<file path="config.mk">
export PLATFORM = sky130hd
export DESIGN_NAME = spi_sck_timer
export DESIGN_NICKNAME = d
export VERILOG_FILES = /design/src/rtl/spi_tmr_pkg.sv /design/src/rtl/spi_tmr_shadow.sv /design/src/rtl/spi_tmr_count.sv /design/src/rtl/spi_tmr_seq.sv /design/src/rtl/spi_sck_timer.sv
export SDC_FILE = /design/constraint.sdc
export NUM_CORES = 1
export LEC_CHECK = 0
export CAP_MARGIN = 30
export CORE_MARGIN = 2
export CORE_UTILIZATION = 60
export DETAILED_ROUTE_END_ITERATION = 8
export GPL_TIMING_DRIVEN = 0
export PLACE_DENSITY = 0.87
export SLEW_MARGIN = 25
export SYNTH_ARGS = -nofsm -noshare
export SYNTH_HDL_FRONTEND = slang
export SYNTH_SLANG_ARGS = --single-unit
</file>
<file path="constraint.sdc">
create_clock -name clk -period 9.47 [get_ports clk]
set_input_delay 1.4205 -clock clk [delete_from_list [all_inputs] [get_ports clk]]
set_output_delay 1.4205 -clock clk [all_outputs]
set_load 0.02 [all_outputs]
</file>
<file path="src/rtl/spi_tmr_pkg.sv">
// Shared types and divider decode functions for the SPI clock/delay timer.
// Assumes field encodings as documented in the brief; all results fit in 20 bits.
package spi_tmr_pkg;

    localparam int TMR_CNT_W = 20;

    typedef enum logic [1:0] {
        PH_IDLE  = 2'd0,
        PH_LEAD  = 2'd1,
        PH_SCK   = 2'd2,
        PH_TRAIL = 2'd3
    } tmr_phase_e;

    // Serial-clock divide ratio: prescaler {2,3,5,7} times scaler table.
    function automatic int unsigned baud_ratio(input logic [1:0] pre, input logic [3:0] scl);
        int unsigned p;
        int unsigned s;
        case (pre)
            2'd0:    p = 2;
            2'd1:    p = 3;
            2'd2:    p = 5;
            default: p = 7;
        endcase
        if (scl < 4'd4) s = 2 * (int'(scl) + 1);
        else            s = 1 << scl;
        return p * s;
    endfunction

    // Chip-select delay: prescaler {1,3,5,7} times 2^(n+1).
    function automatic int unsigned delay_len(input logic [1:0] pre, input logic [3:0] scl);
        int unsigned p;
        case (pre)
            2'd0:    p = 1;
            2'd1:    p = 3;
            2'd2:    p = 5;
            default: p = 7;
        endcase
        return p * (2 << scl);
    endfunction

endpackage

</file>
<file path="src/rtl/spi_tmr_shadow.sv">
// Captures one prescaler/scaler field pair at frame start and decodes it to a
// length in system clocks. IS_BAUD selects the serial-clock decode, else the
// chip-select delay decode. Assumes load is a single-cycle strobe.
module spi_tmr_shadow #(
    parameter int CNT_W   = spi_tmr_pkg::TMR_CNT_W,
    parameter bit IS_BAUD = 1'b0
) (
    input  logic             clk,
    input  logic             rst_n,
    input  logic             load,
    input  logic [1:0]       fld_pre,
    input  logic [3:0]       fld_scl,
    output logic [CNT_W-1:0] len
);
    logic [1:0] pre_q;
    logic [3:0] scl_q;

    // Hold the field pair stable for the whole frame.
    always_ff @(posedge clk) begin
        if (!rst_n) begin
            pre_q <= '0;
            scl_q <= '0;
        end else if (load) begin
            pre_q <= fld_pre;
            scl_q <= fld_scl;
        end
    end

    generate
        if (IS_BAUD) begin : g_baud
            // Decode the serial-clock period length.
            always_comb len = CNT_W'(spi_tmr_pkg::baud_ratio(pre_q, scl_q));
        end else begin : g_delay
            // Decode the chip-select delay length.
            always_comb len = CNT_W'(spi_tmr_pkg::delay_len(pre_q, scl_q));
        end
    endgenerate
endmodule

</file>
<file path="src/rtl/spi_tmr_count.sv">
// Shared interval counter: clears to zero on request, otherwise counts up, and
// flags the last cycle of an interval of length 'limit'. Assumes limit >= 2.
module spi_tmr_count #(
    parameter int CNT_W = spi_tmr_pkg::TMR_CNT_W
) (
    input  logic             clk,
    input  logic             rst_n,
    input  logic             clr,
    input  logic [CNT_W-1:0] limit,
    output logic [CNT_W-1:0] cnt,
    output logic             at_end
);
    // Count cycles within the current interval.
    always_ff @(posedge clk) begin
        if (!rst_n)   cnt <= '0;
        else if (clr) cnt <= '0;
        else          cnt <= cnt + 1'b1;
    end

    // Terminal-cycle compare.
    always_comb at_end = (cnt == limit - 1'b1);
endmodule

</file>
<file path="src/rtl/spi_tmr_seq.sv">
// Phase sequencer: idle -> lead delay -> clock periods -> trail delay -> idle.
// Selects the interval limit for the counter and derives all strobes from the
// phase and count. Assumes the period length is even (true for every encoding).
module spi_tmr_seq #(
    parameter int CNT_W = spi_tmr_pkg::TMR_CNT_W
) (
    input  logic             clk,
    input  logic             rst_n,
    input  logic             frame_start,
    input  logic             last_period,
    input  logic [CNT_W-1:0] cnt,
    input  logic             at_end,
    input  logic [CNT_W-1:0] lead_len,
    input  logic [CNT_W-1:0] ratio,
    input  logic [CNT_W-1:0] trail_len,
    output logic             load,
    output logic             clr,
    output logic [CNT_W-1:0] limit,
    output logic             busy,
    output logic             lead_done,
    output logic             sck_rise,
    output logic             sck_fall,
    output logic             sck_level,
    output logic             trail_done
);
    import spi_tmr_pkg::*;

    tmr_phase_e       phase_q, phase_d;
    logic [CNT_W-1:0] half;

    // Next-phase decision.
    always_comb begin
        phase_d = phase_q;
        case (phase_q)
            PH_IDLE:  if (frame_start) phase_d = PH_LEAD;
            PH_LEAD:  if (at_end) phase_d = PH_SCK;
            PH_SCK:   if (at_end && last_period) phase_d = PH_TRAIL;
            PH_TRAIL: if (at_end) phase_d = PH_IDLE;
            default:  phase_d = PH_IDLE;
        endcase
    end

    // Phase register.
    always_ff @(posedge clk) begin
        if (!rst_n) phase_q <= PH_IDLE;
        else        phase_q <= phase_d;
    end

    // Interval length for the active phase.
    always_comb begin
        case (phase_q)
            PH_SCK:   limit = ratio;
            PH_TRAIL: limit = trail_len;
            default:  limit = lead_len;
        endcase
    end

    // Counter control and field capture.
    always_comb begin
        load = (phase_q == PH_IDLE) && frame_start;
        clr  = (phase_q == PH_IDLE) || at_end;
        half = ratio >> 1;
    end

    // Output strobes and levels.
    always_comb begin
        busy       = (phase_q != PH_IDLE);
        lead_done  = (phase_q == PH_LEAD)  && at_end;
        trail_done = (phase_q == PH_TRAIL) && at_end;
        sck_rise   = (phase_q == PH_SCK)   && (cnt == '0);
        sck_fall   = (phase_q == PH_SCK)   && (cnt == half);
        sck_level  = (phase_q == PH_SCK)   && (cnt < half);
    end
endmodule

</file>
<file path="src/rtl/spi_sck_timer.sv">
// Top of the SPI serial-clock and chip-select delay timer. Three field shadows
// (lead, baud, trail) feed one shared counter driven by the phase sequencer.
// Assumes a single frame engine that drives frame_start and last_period.
module spi_sck_timer #(
    parameter int CNT_W = spi_tmr_pkg::TMR_CNT_W
) (
    input  logic       clk,
    input  logic       rst_n,
    input  logic       frame_start,
    input  logic       last_period,
    input  logic [1:0] baud_pre,
    input  logic [3:0] baud_scl,
    input  logic [1:0] lead_pre,
    input  logic [3:0] lead_scl,
    input  logic [1:0] trail_pre,
    input  logic [3:0] trail_scl,
    output logic       busy,
    output logic       lead_done,
    output logic       sck_rise,
    output logic       sck_fall,
    output logic       sck_level,
    output logic       trail_done
);
    localparam int NUM_FLD = 3;

    logic             load;
    logic             clr;
    logic             at_end;
    logic [CNT_W-1:0] cnt;
    logic [CNT_W-1:0] limit;
    logic [1:0]       fld_pre [NUM_FLD];
    logic [3:0]       fld_scl [NUM_FLD];
    logic [CNT_W-1:0] fld_len [NUM_FLD];

    // Field order: 0 lead delay, 1 serial clock, 2 trail delay.
    always_comb begin
        fld_pre[0] = lead_pre;  fld_scl[0] = lead_scl;
        fld_pre[1] = baud_pre;  fld_scl[1] = baud_scl;
        fld_pre[2] = trail_pre; fld_scl[2] = trail_scl;
    end

    generate
        for (genvar g = 0; g < NUM_FLD; g++) begin : g_fld
            spi_tmr_shadow #(
                .CNT_W  (CNT_W),
                .IS_BAUD(g == 1)
            ) u_shadow (
                .clk    (clk),
                .rst_n  (rst_n),
                .load   (load),
                .fld_pre(fld_pre[g]),
                .fld_scl(fld_scl[g]),
                .len    (fld_len[g])
            );
        end
    endgenerate

    spi_tmr_count #(.CNT_W(CNT_W)) u_count (
        .clk   (clk),
        .rst_n (rst_n),
        .clr   (clr),
        .limit (limit),
        .cnt   (cnt),
        .at_end(at_end)
    );

    spi_tmr_seq #(.CNT_W(CNT_W)) u_seq (
        .clk        (clk),
        .rst_n      (rst_n),
        .frame_start(frame_start),
        .last_period(last_period),
        .cnt        (cnt),
        .at_end     (at_end),
        .lead_len   (fld_len[0]),
        .ratio      (fld_len[1]),
        .trail_len  (fld_len[2]),
        .load       (load),
        .clr        (clr),
        .limit      (limit),
        .busy       (busy),
        .lead_done  (lead_done),
        .sck_rise   (sck_rise),
        .sck_fall   (sck_fall),
        .sck_level  (sck_level),
        .trail_done (trail_done)
    );
endmodule

</file>
==> qor.csv <==
stage;metric;value;unit
worst_setup_path;path_class;reg2out;
power;worst_ir_drop_vdd;0.0000953;V
die;initial_utilization;60.8;%
sta;finalCriticalPeriod;8.18;ns
placed_design;gpl.final_weighted_congestion;1.04;
die;core_region_area;12500;sq um
detailed_routing;firstDrtPassIters;5;
grt;number_of_global_route_vias_before_repair;7190;
die;die-height;117;um
worst_setup_path;critical_path_peak_fanout;10;
finish;design_area;8310;sq um
grt;global_route_wire_length_before_repair;33.5;mm
clocking;clock-sinks;40;
sta;portion_of_the_clock_cycle_consumed_by_the_worst_path_in_the_final_layout;86.4;%
worst_setup_path;cp.arrival;6.76;ns
detailed_routing;detail-route-antenna-nets;0;
logic_synthesis;ys_ff_latch;40;
die;die_w;117;um
run;maxCapViolCount;0;
logic_synthesis;yosys.cell_count.top_type;sky130_fd_sc_hd__nand2_1;
sta;finalSetupViolations;0;
logic_synthesis;post_synth_inst_count;1012;
worst_setup_path;critical_path.startpoint_type;register;
logic_synthesis;yosysSeqAreaShare;10.5;%
clocking;cts_made_buffers;5;
finish;regArea;801;sq um
grt;antenna_violations_before_repair;0;
worst_setup_path;worstSetupEndpointType;output port;
sta;normalized_max_slew_margin;49.1;%
sta;timing_worst_slew_pin_value;0.757;ns
die;std_cell_rows;41;
logic_synthesis;synthArstFlopShare;0;%
finish;nNetsFinal;1200;
clocking;cts_tree;built;
detailed_routing;detail_route.drc_violations;0;
finish;area.growth.synth_to_final;9.26;%
finish;insertedDiodeCount;0;
finish;n_fill_cell;1076;
finish;post_route_cells_drive_above_1_share;2.86;%
logic_synthesis;synth_top_area_share;14.1;%
die;die-area;13600;sq um
worst_setup_path;r2r_slack;3.27;ns
logic_synthesis;synth_area_per_cell;7.52;sq um
placed_design;postPlaceCellArea;8100;sq um
sta;hold-worst-slack;0.499;ns
sta;finalClockSkew;0.00523;ns
outcome;result_of_the_run;finished clean;
logic_synthesis;ys.flop_type;sky130_fd_sc_hd__dfxtp_1;
sta;timing.setup.tns;0;ns
clocking;clock-root-buffer;sky130_fd_sc_hd__clkbuf_16;
placed_design;hpwl;16.1;mm
sta;fmax;0.122;GHz
logic_synthesis;synth_cell_types;72;
worst_hold_path;min-delay-path-class;reg2reg;
finish;multi_input_area;6330;sq um
sta;grt_setup_unrepaired;false;
logic_synthesis;syn-cell-area;7610;sq um
clocking;maximum_level_of_the_cts_h_tree;2;
detailed_routing;drt-vias-per-instance;6.08;
grt;groute.usage.overall;30.7;%
placed_design;buffer_ports.inserted;27;
grt;pin_count_of_the_biggest_net_entering_global_routing;14;
detailed_routing;wl_per_cell;16.3;um
detailed_routing;detail_route.iter0.violations;751;
sta;report.final.hold_viol_count;0;
clocking;clock_path_buffers;2;
power;total_leakage_power;3.91;nW
clocking;worst_skew_pair.late_latency;0.29;ns
worst_setup_path;crit_required;8.05;ns
finish;finish.utilization;66.4;%
die;pin_count;28;
sta;slew_viol_final;0;
finish;instances_no_fill;1220;
logic_synthesis;post_synth_edffs;0;
clocking;cts_hold_buffers;0;
clocking;post_cts.resized_instances;0;
clocking;clock_pin_slew_on_the_worst_setup_and_hold_paths;0.06;ns
logic_synthesis;post-synth-top-area-cell;sky130_fd_sc_hd__ha_1;
clocking;post_cts_buffers;0;
logic_synthesis;ys_warn_count;0;
logic_synthesis;synthTopCellsByArea;sky130_fd_sc_hd__ha_1 14%, sky130_fd_sc_hd__fa_1 12%, sky130_fd_sc_hd__dfxtp_1 11%;
detailed_routing;dr_total_vias;7416;
placed_design;post-place-cells;1212;
power;p_per_area;146;nW/um^2
logic_synthesis;synth_common_cells;106 x sky130_fd_sc_hd__nand2_1, 86 x sky130_fd_sc_hd__ha_1, 82 x sky130_fd_sc_hd__inv_1;
detailed_routing;detail_route.wirelength;19.9;mm
grt;grt_overflow_total;0;
-- layout make-up --
cell class / count / share of cell area, %
Buffer: 41 / 2.05
Tap cell: 172 / 2.59
Clock buffer: 5 / 1.51
Multi-Input combinational cell: 850 / 76.2
Timing Repair Buffer: 27 / 3.25
Clock inverter: 3 / 1.08
Inverter: 82 / 3.70
Sequential cell: 40 / 9.63
-- worst paths after layout --
check / from / to / cells after the start
setup / recovery: g_fld[1].u_shadow.scl_q[2] / lead_done / 22
hold / removal: g_fld[1].u_shadow.pre_q[0] / g_fld[1].u_shadow.pre_q[0] / 2
setup reg to reg: g_fld[1].u_shadow.scl_q[2] / u_count.cnt[19] / 23
hold reg to reg: g_fld[1].u_shadow.pre_q[0] / g_fld[1].u_shadow.pre_q[0] / 2
-- logic make-up (layout without fill, tap and decap cells) --
group | after synthesis | after routing | synth area share [%]
DFF | 40 | 40 | 10.5
adders and majority gates | 131 | 131 | 26.0
muxes | 9 | 9 | 1.20
other | 2 | 3 | 0.0987
and+or+nand+nor | 444 | 444 | 30.1
xor gates and xnor gates | 79 | 79 | 9.10
buffers and inverters | 123 | 158 | 6.28
AOI/OAI and AO/OA | 184 | 184 | 16.7
-- through the flow --
step | setup slack (ns) | power (W)
2_1_floorplan | 2.96 | 0.000756
3_3_place_gp | 1.80 | 0.000928
3_5_place_dp | 1.68 | 0.000948
4_1_cts | 1.36 | 0.00120
5_1_grt | 0.865 | 0.00130
6_report | 1.29 | 0.00121
-- flip-flops by register name (all words and copies together) (netlist names) --
| register | count |
|---|---|
| g_fld.u_shadow.scl_q | 12 |
| g_fld.u_shadow.pre_q | 6 |
| u_count.cnt | 20 |
| u_seq.phase_q | 2 |
-- routing by layer --
layer  wire [um]  vias to the layer above  share of wire [%]  track usage [%]
li1            -                     3620                  -                -
met1        8800                     3479                 44             40.1
met2        9210                      269                 46             51.7
met3        1280                       48                6.4             5.09
met4         600                        0                3.0             10.2
met5           0                        -                  0                0
-- power breakdown --
group / switching (W) / leakage (nW) / internal [W] / total (W)
logic: 0.000462 / 3.48 / 0.000285 / 0.000747
clock network: 0.0000721 / 0.104 / 0.000178 / 0.000250
registers: 0.0000256 / 0.325 / 0.000189 / 0.000215
total: 0.000560 / 3.91 / 0.000652 / 0.00121
-- worst max-delay path, cell delays in order, from the launching register on --
cell and delay, ns:
sky130_fd_sc_hd__dfxtp_1 0.33, sky130_fd_sc_hd__clkbuf_1 0.26, sky130_fd_sc_hd__inv_1 0.13, sky130_fd_sc_hd__clkbuf_1 0.22, sky130_fd_sc_hd__ha_1 0.33, sky130_fd_sc_hd__nor2_1 0.03, sky130_fd_sc_hd__a21oi_1 0.24, sky130_fd_sc_hd__nor3_1 0.10
sky130_fd_sc_hd__fa_1 0.54, sky130_fd_sc_hd__inv_1 0.07, sky130_fd_sc_hd__fa_1 0.46, sky130_fd_sc_hd__nor2b_1 0.18, sky130_fd_sc_hd__o21ai_1 0.15, sky130_fd_sc_hd__a21oi_1 0.27, sky130_fd_sc_hd__o21ai_2 0.10, sky130_fd_sc_hd__xnor2_1 0.21
sky130_fd_sc_hd__a222oi_1 0.63, sky130_fd_sc_hd__or4b_1 0.56, sky130_fd_sc_hd__or4_1 0.54, sky130_fd_sc_hd__o21ai_1 0.14, sky130_fd_sc_hd__and4_4 0.26, sky130_fd_sc_hd__and2_1 0.12, sky130_fd_sc_hd__clkdlybuf4s50_1 0.59
-- cells in the final DEF (no fill, tap or decap), types with 18 or more instances in the layout --
master,Yosys,final
sky130_fd_sc_hd__o21ai_0,18,18
sky130_fd_sc_hd__nand3_1,48,48
sky130_fd_sc_hd__nor2_1,80,80
sky130_fd_sc_hd__nand2_1,106,106
sky130_fd_sc_hd__fa_1,45,45
sky130_fd_sc_hd__clkdlybuf4s50_1,0,27
sky130_fd_sc_hd__clkbuf_1,37,37
sky130_fd_sc_hd__nand4_1,21,21
sky130_fd_sc_hd__and2_1,21,21
sky130_fd_sc_hd__nor3_1,26,26
sky130_fd_sc_hd__xnor2_1,50,50
sky130_fd_sc_hd__ha_1,86,86
sky130_fd_sc_hd__dfxtp_1,40,40
sky130_fd_sc_hd__xor2_1,29,29
sky130_fd_sc_hd__inv_1,82,82
sky130_fd_sc_hd__and3_1,58,58
sky130_fd_sc_hd__nor2b_1,20,20
sky130_fd_sc_hd__a21oi_1,49,49
sky130_fd_sc_hd__a21boi_0,21,21
No activity file was read; power rests on OpenSTA's default activity.
